## config.mk

```make
export PLATFORM = sky130hd
export DESIGN_NAME = ddr_rail_seq
export DESIGN_NICKNAME = d
export VERILOG_FILES = /design/src/rtl/ddr_rail_seq.sv
export SDC_FILE = /design/constraint.sdc
export NUM_CORES = 1
export LEC_CHECK = 0
export BUFFER_PORTS_ARGS = -buffer_cell sky130_fd_sc_hd__buf_2
export CAP_MARGIN = 20
export CORE_UTILIZATION = 49
export DETAILED_ROUTE_END_ITERATION = 10
export PLACE_DENSITY = 0.73
export SYNTH_ARGS = -nofsm -noshare
export SYNTH_HDL_FRONTEND = slang
export SYNTH_SLANG_ARGS = --single-unit
```

## constraint.sdc

```tcl
create_clock -name clk -period 2.5 [get_ports clk]
set_clock_uncertainty 0.15 [all_clocks]
set_input_delay 0.25 -clock clk [delete_from_list [all_inputs] [get_ports clk]]
set_output_delay 0.25 -clock clk [all_outputs]
set_load 0.1 [all_outputs]
```

## src/rtl/ddr_rail_seq.sv

```systemverilog
module ddr_rail_seq #(
  parameter int CODE_W   = 10,
  parameter int STEP     = 4,
  parameter int TICK_DIV = 469
) (
  input  logic              clk,
  input  logic              rst_n,
  input  logic              s3_in,
  input  logic              s5_in,
  input  logic              vcc_above_rise,
  input  logic              vcc_below_fall,
  input  logic [CODE_W-1:0] fb_code,
  output logic              main_en,
  output logic              ref_en,
  output logic              term_en,
  output logic              term_hiz,
  output logic              main_dis,
  output logic              ref_dis,
  output logic              term_dis,
  output logic              gate_ok,
  output logic [CODE_W-1:0] ramp_code,
  output logic              start_done
);
  localparam logic [CODE_W-1:0] FULL = {CODE_W{1'b1}};
  localparam logic [CODE_W-1:0] STEP_C = CODE_W'(STEP);
  localparam int TW = (TICK_DIV > 1) ? $clog2(TICK_DIV) : 1;
  localparam logic [TW-1:0] TICK_LAST = TW'(TICK_DIV - 1);

  logic [1:0] s3_q, s5_q;
  logic s3s, s5s, por_ok, rail_on, caught;
  logic [TW-1:0] tick;

  always_ff @(posedge clk or negedge rst_n) begin
    if (!rst_n) begin
      s3_q <= 2'b00;
      s5_q <= 2'b00;
    end else begin
      s3_q <= {s3_q[0], s3_in};
      s5_q <= {s5_q[0], s5_in};
    end
  end

  assign s3s = s3_q[1];
  assign s5s = s5_q[1];

  always_ff @(posedge clk or negedge rst_n) begin
    if (!rst_n)
      por_ok <= 1'b0;
    else if (!(s3s || s5s))
      por_ok <= 1'b0;
    else if (vcc_below_fall)
      por_ok <= 1'b0;
    else if (vcc_above_rise)
      por_ok <= 1'b1;
  end

  assign rail_on  = por_ok && s5s;
  assign main_en  = rail_on;
  assign ref_en   = rail_on;
  assign term_en  = rail_on && s3s;
  assign term_hiz = rail_on && !s3s;
  assign main_dis = !s5s;
  assign ref_dis  = !s5s;
  assign term_dis = !s5s;
  assign gate_ok  = rail_on && caught;

  always_ff @(posedge clk or negedge rst_n) begin
    if (!rst_n) begin
      tick       <= '0;
      ramp_code  <= '0;
      caught     <= 1'b0;
      start_done <= 1'b0;
    end else if (!rail_on) begin
      tick       <= '0;
      ramp_code  <= '0;
      caught     <= 1'b0;
      start_done <= 1'b0;
    end else begin
      if (ramp_code >= fb_code)
        caught <= 1'b1;
      start_done <= (ramp_code == FULL);
      if (ramp_code != FULL) begin
        if (tick == TICK_LAST) begin
          tick <= '0;
          if (ramp_code > FULL - STEP_C)
            ramp_code <= FULL;
          else
            ramp_code <= ramp_code + STEP_C;
        end else begin
          tick <= tick + 1'b1;
        end
      end
    end
  end


  discharge_excl_chk: assert property (@(posedge clk) disable iff (!rst_n)
    (main_dis || term_dis) |-> !(main_en || term_en || term_hiz));


  ramp_mono_chk: assert property (@(posedge clk) disable iff (!rst_n)
    main_en |=> (!main_en || ramp_code >= $past(ramp_code)));


  ramp_start_chk: assert property (@(posedge clk) disable iff (!rst_n)
    $rose(main_en) |-> ramp_code == '0);


  gate_release_chk: assert property (@(posedge clk) disable iff (!rst_n)
    $rose(gate_ok) |-> $past(ramp_code) >= $past(fb_code));


  done_full_chk: assert property (@(posedge clk) disable iff (!rst_n)
    start_done |-> ramp_code == FULL);


  done_clear_chk: assert property (@(posedge clk) disable iff (!rst_n)
    !main_en |=> !start_done);


  term_mode_chk: assert property (@(posedge clk) disable iff (!rst_n)
    !(term_en && term_hiz));
endmodule

```

== Word level (Yosys, flattened, before mapping) ==
Index checks and enable logic that the tools add are counted.

* Register bits after elaboration: 26
* Bits of input ports: 16
* Output and inout port bits: 19

* Add/sub/neg operators: 2
* Order comparisons: 2
* Equality and inequality tests: 7
* Muxes and demuxes: 13
* Reduce and logical (&&, ||, !) cells: 8

{| class="wikitable"
|+ Operators by type and width
! kind !! count
|-
| 2-to-1 mux 10 bit || 4
|-
| 2-to-1 mux 9 bit || 3
|-
| adder 10 x 3 -> 10 bit, second input constant || 1
|-
| equality test 10 bit, second input constant || 1
|-
| greater-or-equal comparator 10 bit || 1
|-
| > comparator 10 bit, second input constant || 1
|-
| inequality test 10 bit, second input constant || 1
|-
| adder 9 x 1 -> 9 bit, second input constant || 1
|-
| equality test 9 bit, second input constant || 1
|-
| 2-to-1 mux 1 bit || 6
|-
| inequality test 2 x 1 -> 1 bit, second input constant || 3
|-
| logical AND 1 bit || 4
|-
| inequality test 3 bit, second input constant || 1
|-
| zero test 1 bit || 2
|-
| AND reduction 2 bit || 1
|-
| logical OR 1 bit || 1
|}

== Longest topological paths before layout ==
Gate-level depths: netlist (run 1).

* Depth after elaboration: 5
* Depth in mapped cells: 7

== Worst setup path after synthesis (run 1) ==
OpenSTA, ideal clock, no wires.

* Kind: register to register
* From: reg ramp_code[2]
* To: reg tick[0]
* Setup time: 0.125 ns
* Data arrival time: 2.296 ns
* Path slack: -0.070 ns
* Stages on the path, launching flop included: 7
* Buffers on the path: 1
* Path through: dfrtp_1 > ha_1 > nand4_2 > nor3_2 > buf_4 > nor3_1 > mux2_2

* Cells in the longest elaborated chain, start to end: 2

{| class="wikitable"
|+ Ends and longest elaborated chain
! what !! line !! source
|-
| start: declaration || 21 || <nowiki>output logic [CODE_W-1:0] ramp_code,</nowiki>
|-
| start signal: assignment || 88 || <nowiki>ramp_code <= ramp_code + STEP_C;</nowiki>
|-
| inequality test 10 bit || 82 || <nowiki>if (ramp_code != FULL) begin</nowiki>
|-
| inequality test 2 x 1 -> 1 bit (no line) || n/a ||
|-
| end signal: assignment || 90 || <nowiki>tick <= tick + 1'b1;</nowiki>
|-
| end: declaration || 31 || <nowiki>logic [TW-1:0] tick;</nowiki>
|}

Every way passes these cells.
A chain may end at the register's enable or synchronous reset.

== Final worst setup path (run 1) ==
* From: reg s5_q[1]
* To: out ref_en

* Cells in the longest elaborated chain, start to end: 1

{| class="wikitable"
|+ Ends and longest elaborated chain
! what !! line !! source
|-
| start: declaration || 29 || <nowiki>logic [1:0] s3_q, s5_q;</nowiki>
|-
| start signal: assignment || 39 || <nowiki>s5_q <= {s5_q[0], s5_in};</nowiki>
|-
| logical AND 1 bit || 57 || <nowiki>assign rail_on = por_ok && s5s;</nowiki>
|-
| end: declaration || 14 || <nowiki>output logic ref_en,</nowiki>
|}

Every way passes these cells.

==> results of run 1 <==
==> power breakdown <==
group	switching, W	internal (W)
combinational	0.0000655	0.0000257
sequential	0.00000337	0.000410
clock	0.000125	0.0000612
==> cell families (layout without fill, tap and decap cells) <==
logic type	Yosys count	after routing
AND/OR/NAND/NOR	51	51
AO/OA/AOI/OAI	44	44
flip-flops	25	25
buffers and inverters	23	61
adder cells (fa/ha/maj)	14	14
XOR/XNOR	1	1
multiplexers	1	1
==> worst paths after layout <==
path	depth (start not counted)	from	slack, ns	to
setup reg to reg	6	ramp_code[2]$_DFFE_PN0P_	0.51	tick[5]$_DFFE_PN0P_
max in group asynchronous	2	rst_n	1.52	ramp_code[3]$_DFFE_PN0P_
hold / removal	3	vcc_above_rise	0.03	por_ok$_DFFE_PN0P_
min in group asynchronous	2	rst_n	0.28	tick[4]$_DFFE_PN0P_
hold reg to reg	0	s5_q[0]$_DFF_PN0_	0.21	s5_q[1]$_DFF_PN0_
setup / recovery	4	s5_q[1]$_DFF_PN0_	0.32	ref_en
==> sequential cells by signal, summed over array words and instances (netlist names) <==
signal,cells
ramp_code,9
s5_q,2
s3_q,2
por_ok,1
tick,9
caught,1
start_done,1
==> per-layer routing <==
layer | wire (um) | up-vias | global-route usage
li1 | - | 667 | -
met4 | 27 | 0 | 0.0714
met3 | 145 | 4 | 0.0264
met5 | 0 | - | 0
met1 | 1400 | 640 | 0.255
met2 | 1720 | 49 | 0.386
==> cell type report <==
cell class / instances / area [um^2]
inverter: 16 / 60.1
multi-input combinational: 111 / 830
sequential: 25 / 628
clock buffer: 3 / 22.5
clock inverter: 1 / 7.51
timing repair buffer: 41 / 233
fill: 265 / 1190
tap: 44 / 55.1
==> worst max-delay path: stages (launching register included) <==
cell and delay (ns):
dfrtp_1 0.42, nand2_1 0.20, buf_4 0.23, inv_1 0.15, buf_2 0.46
==> metrics by stage <==
step           total power (W)  setup WS [ns]
6_report              0.000690          0.317
4_1_cts               0.000701          0.296
5_1_grt               0.000721          0.195
2_1_floorplan         0.000481          0.135
3_3_place_gp          0.000505          0.572
3_5_place_dp          0.000508          0.523
==> cells in the mapped netlist, drive strengths merged <==
cell     number  area, um^2
a211o         1        8.76
xor2          1        8.76
buf           6        45.0
mux2          1        11.3
inv          16        60.1
nor3          5        35.0
and3          2        12.5
a41oi         1        8.76
nand3         3        20.0
or2           1        6.26
and2          1        6.26
nand4b        1        8.76
nor4          2        33.8
a311oi        2        17.5
nand4         7        50.1
clkbuf        1        3.75
o22ai         1        6.26
a22o          1        8.76
a21o          1        7.51
and4          2        17.5
a2111oi       1        27.5
nand2b        1        6.26
o211a         1        10.0
nand2         7        26.3
a211oi        3        22.5
a41o          1        10.0
o21ai         8        43.8
o31a          1        8.76
nor2b         1        6.26
a21oi        17        85.1
nor2         10        40.0
or3           2        12.5
and4b         1        10.0
dfrtp        25         626
a31oi         1        6.26
ha           14         175
or4           5        41.3
o31ai         4        30.0
==> results_dict.tcl, run 1 <==
set metrics [dict create \
    nets 228 \
    holdWs_ns 0.0275 \
    hold_buffers 4 \
    worst_pin_slew_ns 0.552 \
    crit_path_end_kind "output port" \
    drtIter0Drc 41 \
    relSlewSlack 0.632 \
    slew_viol_final 0 \
    run_status "finished clean" \
    grt_pass1_wl_um 5500 \
    wirelength_um 3290 \
    synth_top_family_by_area "simple AND/OR/NAND/NOR gates" \
    crit_fanout 8 \
    io_buffer_count 34 \
    overflow 0 \
    finalCritPeriodShare 0.873 \
    ys_seq_area_frac 0.400 \
    clockBufferDepth 2 \
    ir_worst_vdd_mv 0.221 \
    layout-drive-gt1-share 0.274 \
    grt_antenna_before_repair 0 \
    grt_max_degree 26 \
    post-route-min-period_ns 2.18 \
    cp.required_ns 2.10 \
    grt_pass1_vias 1276 \
    ioPinCount 35 \
    synth_nets 189 \
    numPlacedInstances 233 \
    root_buffer "clkbuf_4" \
    post-cts-setup-buffers 0 \
    drc_errors 0 \
    coreArea_um2 3030 \
    layout_common_cells "34 x buf_2, 23 x dfrtp_1, 17 x a21oi_1" \
    hpwlAfterDp_um 2490 \
    postSynthCellCount 159 \
    arrival_ns 1.78 \
    synth_area_um2 1560 \
    die_h_um 58.5 \
    gp_congestion 0.860 \
    final_core_util 0.606 \
    cts-resized-gates 0 \
    cts.sinks 25 \
    synth_compound_area_frac 0.193 \
    yosys.area_share.adder 0.112 \
    initial_core_util 0.517 \
    diodes 0 \
    post_drt_wl_per_cell_um 13.6 \
    synth.distinct_cells 46 \
    leakage_nw 0.876 \
    muxShareOfSynthArea 0.00720 \
    clk_latency_ns 0.32 \
    ant_nets 0 \
    rsz0062_at_grt "no" \
    powerDensity_nw_per_um2 376 \
    critPathKind "reg -> out" \
    tns_ns 0 \
    tritoncts "yes" \
    critPathLaunchType "register" \
    mostFrequentLayoutCell "buf_2" \
    first_pass_iters 4 \
    place_area_um2 1770 \
    syn_area_per_cell_um2 9.84 \
    die_w_um 58.5 \
    clk_pin_slew_worst_paths_ns 0.15 \
    track_usage 0.210 \
    drv_cap 0 \
    max_freq_mhz 458 \
    ys_seq_elements 25 \
    vias_per_cell 5.64 \
    cts_buffers 3 \
    yosys_warnings 0 \
    setup_viol 0 \
    synth_xor_area_frac 0.00560 \
    core.rowCount 20 \
    htreeDepth 1 \
    areaGrowthSynthToFinish_pct 17.4 \
    hold_class "in -> reg" \
    layoutNonFillerInstCount 241 \
    hold_violations 0 \
    synthSimpleGateAreaFrac 0.213 \
    die-area_um2 3420 \
    via_count 1360 \
    fin_area_um2 1840 \
]
Power figures use the tool's default switching activity.
==> run 2, diff against run 1 <==
BUFFER_PORTS_ARGS = -buffer_cell sky130_fd_sc_hd__clkbuf_2   (was -buffer_cell sky130_fd_sc_hd__buf_2)
clock period = 2.61 ns   (was 2.5 ns; I/O delays follow)
==> results_dict.tcl, run 2 (same netlist as run 1, synthesis figures left out) <==
set metrics [dict create \
    run_status "finished clean" \
    gp_congestion 0.908 \
    cts.sinks 25 \
    hold_violations 0 \
    ir_worst_vdd_mv 0.207 \
    drtIter0Drc 40 \
    power_frac_clock 0.267 \
    layout_common_cells "34 x clkbuf_2, 25 x dfrtp_1, 17 x a21oi_1" \
    track_usage 0.198 \
    post-route-min-period_ns 2.01 \
    hold_buffers 4 \
    grt_antenna_before_repair 0 \
    switching_share 0.278 \
    wirelength_um 3140 \
    htreeDepth 1 \
    finalCritPeriodShare 0.770 \
    cp_slowest_cell "dfrtp_1" \
    die_h_um 58.5 \
    clk_latency_ns 0.32 \
    initial_core_util 0.517 \
    worst_pin_slew_ns 0.603 \
    io_buffer_count 34 \
    cp.required_ns 2.68 \
    die-area_um2 3420 \
    p_total_w 0.000658 \
    setup_viol 0 \
    critPathKind "reg -> reg" \
    path_cells "ha_1 -> nand3_2 -> nor4_4 -> nor3_2 -> a311oi_1" \
    hpwlAfterDp_um 2380 \
    root_buffer "clkbuf_4" \
    coreArea_um2 3030 \
    tns_ns 0 \
    areaGrowthSynthToFinish_pct 17.2 \
    max_freq_mhz 497 \
    drc_errors 0 \
    hold_class "in -> reg" \
    core.rowCount 20 \
    nets 228 \
    fin_ws_ns 0.599 \
    largest_registers "ramp_code: 9 flops, tick: 9 flops" \
    seqPwrFrac 0.601 \
    final_core_util 0.605 \
    slew_viol_final 0 \
    cpPeakStageDelay_ns 0.49 \
    post-cts-setup-buffers 0 \
    grt_pass1_wl_um 5290 \
    preCtsSetupSlack_ns 0.621 \
    grt_pass1_vias 1231 \
    p_sw_w 0.000183 \
    diodes 0 \
    power.internal_w 0.000475 \
    first_pass_iters 4 \
    layout-drive-gt1-share 0.264 \
    crit_fanout 8 \
    drv_cap 0 \
    overflow 0 \
    clk_pin_slew_worst_paths_ns 0.14 \
    ioPinCount 35 \
    clockBufferDepth 2 \
    mostFrequentLayoutCell "clkbuf_2" \
    rsz0062_at_grt "no" \
    critPathLaunchType "register" \
    crit_path_end_kind "register" \
    arrival_ns 2.08 \
    cts-resized-gates 0 \
    leakage_nw 0.868 \
    vias_per_cell 5.58 \
    cts_buffers 3 \
    ant_nets 0 \
    pwr-share-comb 0.132 \
    relSlewSlack 0.598 \
    grt_max_degree 26 \
    die_w_um 58.5 \
    post_drt_wl_per_cell_um 13.0 \
    via_count 1344 \
    tritoncts "yes" \
    powerDensity_nw_per_um2 359 \
]
[run 2: cell types whose count changed in the layout (fill, tap and decap cells not counted), sizes merged]
cell,delta
clkbuf,+34
buf,-34
[run 2: layout make-up]
cell class,count,area (um^2)
clock inverters,1,7.51
inverters,16,60.1
fillers,240,1190
multi-input cells,111,830
repair buffers,41,233
clock buffers,3,22.5
well taps,44,55.1
flip-flops and latches,25,626
[run 2: power by group through the flow]
stage	clock [W]	combinational (W)	sequential, W
after CTS	0.000184	0.0000883	0.000396
after global routing	0.000195	0.0000950	0.000396
after global placement	0	0.0000814	0.000403
final	0.000175	0.0000871	0.000396
after detailed placement	0	0.0000834	0.000403
after floorplan	0	0.0000582	0.000402
[run 2: worst max-delay path, delay by kind of cell, from the launching register on]
family,cells,cell delay [ns]
simple gates,3,0.72
flops,1,0.49
compound gates,1,0.29
fa+ha+maj,1,0.27
[run 2: final timing paths]
| path | endpoint | slack [ns] | start | cells past startpoint |
|---|---|---|---|---|
| worst max-delay path | ramp_code[4]$_DFFE_PN0P_ | 0.60 | ramp_code[2]$_DFFE_PN0P_ | 5 |
| worst min-delay path | por_ok$_DFFE_PN0P_ | 0.05 | vcc_above_rise | 3 |
| worst max register to register | ramp_code[4]$_DFFE_PN0P_ | 0.60 | ramp_code[2]$_DFFE_PN0P_ | 5 |
| worst min register to register | s5_q[1]$_DFF_PN0_ | 0.22 | s5_q[0]$_DFF_PN0_ | 0 |
| max in group asynchronous | ramp_code[8]$_DFFE_PN0P_ | 1.61 | rst_n | 2 |
| min in group asynchronous | tick[0]$_DFFE_PN0P_ | 0.31 | rst_n | 2 |
[run 2: per-layer routing]
layer	GRT usage	vias up	share of wire
met1	0.257	627	0.45
met3	0.0264	2	0.048
met2	0.346	45	0.50
met4	0.0578	0	0.0032
met5	0	-	0
li1	-	670	-
[run 2: stage by stage]
stage	instances	area, um^2	hold WS, ns
2_1_floorplan	159	1560	-0.185
4_1_cts	241	1830	0.0376
6_report	241	1830	0.0489
3_5_place_dp	233	1760	0.152
5_1_grt	241	1830	0.0309
3_3_place_gp	233	1760	0.147
